===== src/rtl/scl_unstick_pkg.sv =====
package scl_unstick_pkg;

    typedef enum logic [2:0] {
        ST_IDLE,
        ST_NACK,
        ST_HIGH,
        ST_LOW,
        ST_RST,
        ST_DONE
    } unstick_state_e;

    typedef struct packed {
        logic ovr_en;
        logic ovr_lvl;
        logic nack;
        logic crst;
        logic fin;
    } unstick_out_t;

    function automatic unstick_out_t decode_state(unstick_state_e st);
        unstick_out_t o;
        o = '{ovr_en: 1'b0, ovr_lvl: 1'b1, nack: 1'b0, crst: 1'b0, fin: 1'b0};
        case (st)
            ST_NACK: o.nack = 1'b1;
            ST_HIGH: o.ovr_en = 1'b1;
            ST_LOW: begin
                o.ovr_en  = 1'b1;
                o.ovr_lvl = 1'b0;
            end
            ST_RST:  o.crst = 1'b1;
            ST_DONE: o.fin = 1'b1;
            default: ;
        endcase
        return o;
    endfunction

    function automatic logic in_pulse_phase(unstick_state_e st);
        return (st == ST_HIGH) || (st == ST_LOW);
    endfunction

endpackage


===== src/rtl/scl_unstick_qualify.sv =====
module scl_unstick_qualify #(
    parameter int BB_LIMIT = 3
) (
    input  logic clk,
    input  logic rst,
    input  logic idle,
    input  logic bus_busy,
    input  logic bb_timeout,
    input  logic xfer_timeout,
    output logic start
);
    localparam int CW = $clog2(BB_LIMIT + 1);

    logic [CW-1:0] bb_cnt;
    logic          at_limit;

    assign at_limit = (bb_cnt == CW'(BB_LIMIT));
    assign start    = idle && (xfer_timeout || (bus_busy && bb_timeout && at_limit));

    always_ff @(posedge clk) begin
        if (rst) begin
            bb_cnt <= '0;
        end else if (idle) begin
            if (start || !bus_busy) begin
                bb_cnt <= '0;
            end else if (bb_timeout) begin
                bb_cnt <= bb_cnt + 1'b1;
            end
        end
    end

    // the count never passes the limit
    p_cnt_bound_r2: assert property (@(posedge clk) disable iff (rst)
        bb_cnt <= CW'(BB_LIMIT));

    // an idle bus leaves the count at zero
    p_idle_clears_r3: assert property (@(posedge clk) disable iff (rst)
        (idle && !bus_busy) |=> (bb_cnt == '0));

    // count frozen while a recovery runs
    p_frozen_r10: assert property (@(posedge clk) disable iff (rst)
        !idle |=> $stable(bb_cnt));

endmodule


===== src/rtl/scl_unstick_halftimer.sv =====
module scl_unstick_halftimer #(
    parameter int HALF_TICKS = 25
) (
    input  logic clk,
    input  logic rst,
    input  logic run,
    input  logic tick,
    output logic half_end
);
    localparam int TW = (HALF_TICKS > 1) ? $clog2(HALF_TICKS) : 1;

    logic [TW-1:0] tcnt;

    assign half_end = run && tick && (tcnt == TW'(HALF_TICKS - 1));

    always_ff @(posedge clk) begin
        if (rst || !run || half_end) begin
            tcnt <= '0;
        end else if (tick) begin
            tcnt <= tcnt + 1'b1;
        end
    end

    // a half only ends on a tick
    p_end_on_tick_r7: assert property (@(posedge clk) disable iff (rst)
        half_end |-> tick);

    // tick count stays below the half length
    p_cnt_range_r7: assert property (@(posedge clk) disable iff (rst)
        tcnt <= TW'(HALF_TICKS - 1));

endmodule


===== src/rtl/scl_unstick_fsm.sv =====
module scl_unstick_fsm
    import scl_unstick_pkg::*;
#(
    parameter int PULSES = 10
) (
    input  logic           clk,
    input  logic           rst,
    input  logic           start,
    input  logic           half_end,
    output unstick_state_e state
);
    localparam int PW = (PULSES > 1) ? $clog2(PULSES) : 1;

    logic [PW-1:0] pcnt;

    always_ff @(posedge clk) begin
        if (rst) begin
            state <= ST_IDLE;
            pcnt  <= '0;
        end else begin
            case (state)
                ST_IDLE: if (start) state <= ST_NACK;
                ST_NACK: begin
                    state <= ST_HIGH;
                    pcnt  <= '0;
                end
                ST_HIGH: if (half_end) state <= ST_LOW;
                ST_LOW: begin
                    if (half_end) begin
                        if (pcnt == PW'(PULSES - 1)) begin
                            state <= ST_RST;
                        end else begin
                            state <= ST_HIGH;
                            pcnt  <= pcnt + 1'b1;
                        end
                    end
                end
                ST_RST:  state <= ST_DONE;
                ST_DONE: state <= ST_IDLE;
                default: state <= ST_IDLE;
            endcase
        end
    end

    // pulse index stays inside the train
    p_pcnt_range_r6: assert property (@(posedge clk) disable iff (rst)
        pcnt <= PW'(PULSES - 1));

    // done is followed by idle
    p_done_idle_r9: assert property (@(posedge clk) disable iff (rst)
        (state == ST_DONE) |=> (state == ST_IDLE));

endmodule


===== src/rtl/scl_unstick.sv =====
module scl_unstick
    import scl_unstick_pkg::*;
#(
    parameter int BB_LIMIT   = 3,
    parameter int PULSES     = 10,
    parameter int HALF_TICKS = 25
) (
    input  logic clk,
    input  logic rst,
    input  logic bus_busy,
    input  logic bb_timeout,
    input  logic xfer_timeout,
    input  logic tick,
    output logic scl_ovr_en,
    output logic scl_ovr_lvl,
    output logic nack_req,
    output logic ctrl_rst,
    output logic done
);
    unstick_state_e state;
    unstick_out_t   outs;
    logic           start;
    logic           half_end;
    logic           idle;
    logic           run;

    assign idle = (state == ST_IDLE);
    assign run  = in_pulse_phase(state);

    scl_unstick_qualify #(.BB_LIMIT(BB_LIMIT)) qual_i (
        .clk          (clk),
        .rst          (rst),
        .idle         (idle),
        .bus_busy     (bus_busy),
        .bb_timeout   (bb_timeout),
        .xfer_timeout (xfer_timeout),
        .start        (start)
    );

    scl_unstick_halftimer #(.HALF_TICKS(HALF_TICKS)) tmr_i (
        .clk      (clk),
        .rst      (rst),
        .run      (run),
        .tick     (tick),
        .half_end (half_end)
    );

    scl_unstick_fsm #(.PULSES(PULSES)) fsm_i (
        .clk      (clk),
        .rst      (rst),
        .start    (start),
        .half_end (half_end),
        .state    (state)
    );

    assign outs        = decode_state(state);
    assign scl_ovr_en  = outs.ovr_en;
    assign scl_ovr_lvl = outs.ovr_lvl;
    assign nack_req    = outs.nack;
    assign ctrl_rst    = outs.crst;
    assign done        = outs.fin;

    // NACK request is followed by the override
    p_nack_then_ovr_r5: assert property (@(posedge clk) disable iff (rst)
        nack_req |=> (scl_ovr_en && scl_ovr_lvl && !nack_req));

    // release of SCL coincides with the controller reset
    p_release_rst_r9: assert property (@(posedge clk) disable iff (rst)
        $fell(scl_ovr_en) |-> ctrl_rst);

    // controller reset is followed by done
    p_rst_then_done_r9: assert property (@(posedge clk) disable iff (rst)
        ctrl_rst |=> (done && !ctrl_rst));

    // no two phase pulses at once, and level high when not overriding
    p_exclusive_r8: assert property (@(posedge clk) disable iff (rst)
        $onehot0({nack_req, ctrl_rst, done, scl_ovr_en}));
    p_lvl_idle_r8: assert property (@(posedge clk) disable iff (rst)
        !scl_ovr_en |-> scl_ovr_lvl);

endmodule


===== config.mk =====
export PLATFORM = sky130hd
export DESIGN_NAME = scl_unstick
export DESIGN_NICKNAME = d
export VERILOG_FILES = /design/src/rtl/scl_unstick_pkg.sv /design/src/rtl/scl_unstick_qualify.sv /design/src/rtl/scl_unstick_halftimer.sv /design/src/rtl/scl_unstick_fsm.sv /design/src/rtl/scl_unstick.sv
export SDC_FILE = /design/constraint.sdc
export NUM_CORES = 1
export LEC_CHECK = 0
export ABC_CLOCK_PERIOD_IN_PS = 3870
export BUFFER_PORTS_ARGS = -buffer_cell sky130_fd_sc_hd__buf_4
export CAP_MARGIN = 20
export CORE_MARGIN = 2
export CORE_UTILIZATION = 41
export DETAILED_ROUTE_END_ITERATION = 7
export GPL_TIMING_DRIVEN = 1
export PLACE_DENSITY = 0.6
export RECOVER_POWER = 50
export SLEW_MARGIN = 20
export SYNTH_ARGS = -nofsm -noshare
export SYNTH_HDL_FRONTEND = slang
export SYNTH_SLANG_ARGS = --single-unit

===== constraint.sdc =====
create_clock -name clk -period 3.87 [get_ports clk]
set_input_delay 0.387 -clock clk [delete_from_list [all_inputs] [get_ports clk]]
set_output_delay 0.387 -clock clk [all_outputs]
set_load 0.01 [all_outputs]

==> results.py <==
metrics = {
    "sta": {
        "setup_violations": 0,
        "hold_viol_final": 0,
        "slew_headroom_pct": 73.02,
        "maxSlewViolCount": 0,
        "fin_setup_tns_ns": 0,
        "worstMarginPinSlew_ns": 0.4029,
        "fin_skew_ns": 0.002983,
        "whs_ns": 0.3022,
        "period_share_pct": 47.27,
        "rsz0062_at_grt": "false",
        "timing.fmax_mhz": 546.6,
        "fin_crit_ns": 1.829,
    },
    "clock_tree": {
        "cts.htree.levels": 1,
        "hold_buffers": 0,
        "clock-root-buffer": "clkbuf_4",
        "cts_buffers": 3,
        "cts_tree": "yes",
        "clk_pin_slew_ns": 0.08,
        "ctsResizeCount": 0,
        "post-cts-setup-buffer-count": 0,
        "cts_sinks": 14,
        "clock_tree.buffer_depth": 2,
        "worstSkewPairLatency_ns": 0.28,
    },
    "routing": {
        "drc": 0,
        "wire_per_inst_um": 11.82,
        "drt_pass1_iterations": 4,
        "routed.top_layer": "met4",
        "ant_nets": 0,
        "wirelength_um": 1501,
        "dr_total_vias": 684,
        "met1_length_um": 778,
        "route.met3.wl_um": 54,
        "met2WireLength_um": 639,
        "drt_iter0_drc": 13,
        "vias_per_cell": 5.386,
    },
    "critical_path": {
        "critPathLaunchType": "flip-flop",
        "r2r_start": "fsm_i.state[1]$_SDFFE_PP0P_",
        "endpoint": "nack_req",
        "cp-end-kind": "primary output",
        "crit_fanout": 8,
        "rr_endpoint": "qual_i.bb_cnt[1]$_SDFFE_PP0P_",
        "r2r_slack_ns": 2.21,
        "cp.required_ns": 3.48,
        "startpoint": "fsm_i.state[0]$_SDFFE_PP0P_",
        "worst_ep_arrival_time_ns": 1.44,
        "reg2reg_depth": 3,
        "worst-setup-path-type": "reg -> out",
    },
    "floorplanning": {
        "die_h_um": 48.51,
        "rows": 16,
        "start_util_pct": 42.25,
        "die_area_um2": 2353,
        "core_um2": 1922,
        "io_pins": 11,
        "die_width_um": 48.51,
    },
    "synth": {
        "ys_ff_latch": 14,
        "post_synth_num_cell_types": 36,
        "synth-edff-count": 0,
        "syn_area_um2": 812.0,
        "synth_flop_cell": "dfxtp_1",
        "syn_avg_cell_area_um2": 8.923,
        "async_reset_ff_share_pct": 0,
        "synth-seq-area-share_pct": 34.51,
        "synth_warnings": 0,
        "syn_nets": 102,
        "postSynthCellCount": 91,
    },
    "placed_design": {
        "io_buffers": 10,
        "place.gp.congestion": 0.7689,
        "post-dp-hpwl_um": 1138,
    },
    "power": {
        "powerDensity_nw_per_um2": 295.3,
        "ir_drop_uv": 187.7,
        "leakage_nw": 0.3442,
        "totalPowerFinal_mw": 0.2741,
    },
    "final_layout": {
        "antenna-diode-count": 0,
        "final_nets": 113,
        "area_growth_pct": 14.33,
        "drive_above_1_share_pct": 16.00,
    },
    "global_routing": {
        "gr-total-overflow": 0,
        "grt_pass1_wl_um": 2594,
        "grt_antenna_before_repair": 0,
        "grtUsageTotal_pct": 14.05,
        "grt_max_degree": 13,
        "first_global_vias": 649,
    },
    "worst_hold_path": {
        "hold_class": "in -> reg",
    },
    "job": {
        "maxCapViolCount": 0,
    },
    "outcome": {
        "status": "finished clean",
    },
}
## cell usage after synthesis (all sizes together), types with 2 or more instances
cell    count  area share [%]
nand3b      5             4.6
nor2        7             3.2
dfxtp      14              35
a31oi       2             1.5
mux2i       5             6.2
xor2        3             3.2
nand2       3             1.4
a21oi       2             1.2
nor4        4             3.9
clkbuf      4             1.8
or4         2             2.3
ha          5             7.7
o21ai       2             1.2
nor3b       2             1.8
nand4       2             1.5
nand4b      2             2.2
inv         5             2.3
or3         2             1.5
nand3       5             3.1
## state kept, by name (all words and copies together) (netlist names)
register,flops
fsm_i.pcnt,4
fsm_i.state,3
qual_i.bb_cnt,2
tmr_i.tcnt,5
## critical path, stage by stage (launching register included)
cell and delay, ns:
dfxtp_1 0.45, or3b_1 0.51, inv_1 0.09, buf_4 0.11
## how the worst min path moves through the flow
stage / from / end / cells past startpoint
after floorplan: qual_i.bb_cnt[1]$_SDFFE_PP0P_ / qual_i.bb_cnt[1]$_SDFFE_PP0P_ / 2
after global placement: qual_i.bb_cnt[1]$_SDFFE_PP0P_ / qual_i.bb_cnt[1]$_SDFFE_PP0P_ / 2
after detailed placement: qual_i.bb_cnt[1]$_SDFFE_PP0P_ / qual_i.bb_cnt[1]$_SDFFE_PP0P_ / 2
after CTS: rst / qual_i.bb_cnt[1]$_SDFFE_PP0P_ / 2
after global routing: rst / qual_i.bb_cnt[1]$_SDFFE_PP0P_ / 2
final: rst / qual_i.bb_cnt[1]$_SDFFE_PP0P_ / 2
## where the power goes
part           switching (mW)  internal [mW]
Sequential            0.00567          0.147
Clock                  0.0473         0.0361
Combinational          0.0196         0.0183
Total                  0.0726          0.202
## placed cells by master, fill, tap and decap left out, types with 3 or more instances in the layout
| cell type | instances |
|---|---|
| nand3b_1 | 5 |
| nor2_1 | 7 |
| nor4_1 | 3 |
| inv_1 | 5 |
| ha_1 | 5 |
| clkbuf_4 | 3 |
| nand3_1 | 5 |
| mux2i_1 | 5 |
| nand2_1 | 3 |
| buf_4 | 10 |
| dfxtp_1 | 14 |
| xor2_1 | 3 |
## through the flow
| stage | util, % | cells | area, µm² | setup slack, ns |
|---|---|---|---|---|
| after detailed placement | 47.14 | 124 | 905.9 | 2.228 |
| final | 48.31 | 127 | 928.4 | 2.041 |
| after global routing | 48.31 | 127 | 928.4 | 1.918 |
| after CTS | 48.31 | 127 | 928.4 | 2.023 |
| after floorplan | - | 91 | 812.0 | 2.364 |
| after global placement | 47.14 | 124 | 905.9 | 2.270 |
## area by class of cell
cell class,count,area [µm²]
inverters,6,22.52
repair buffers,10,75.07
clock buffers,3,22.52
flip-flops and latches,14,280.3
fillers,199,993.5
multi-input cells,67,494.2
well taps,27,33.78
## cells by family after synthesis
kind of cell	count (synthesis)	synth area share (%)
flip-flops	14	34.51
XOR/XNOR	4	4.315
buffers and inverters	10	4.622
multiplexers	5	6.164
AO/OA/AOI/OAI	12	10.17
AND/OR/NAND/NOR	41	32.51
adder cells (fa/ha/maj)	5	7.704
## routing by layer
metal,global-route usage [%],vias to the layer above
met5,0,-
met4,8.571,0
met3,3.704,4
met2,23.38,10
met1,16.12,314
li1,-,356
Note: power is estimated with default switching activity, not from simulation.
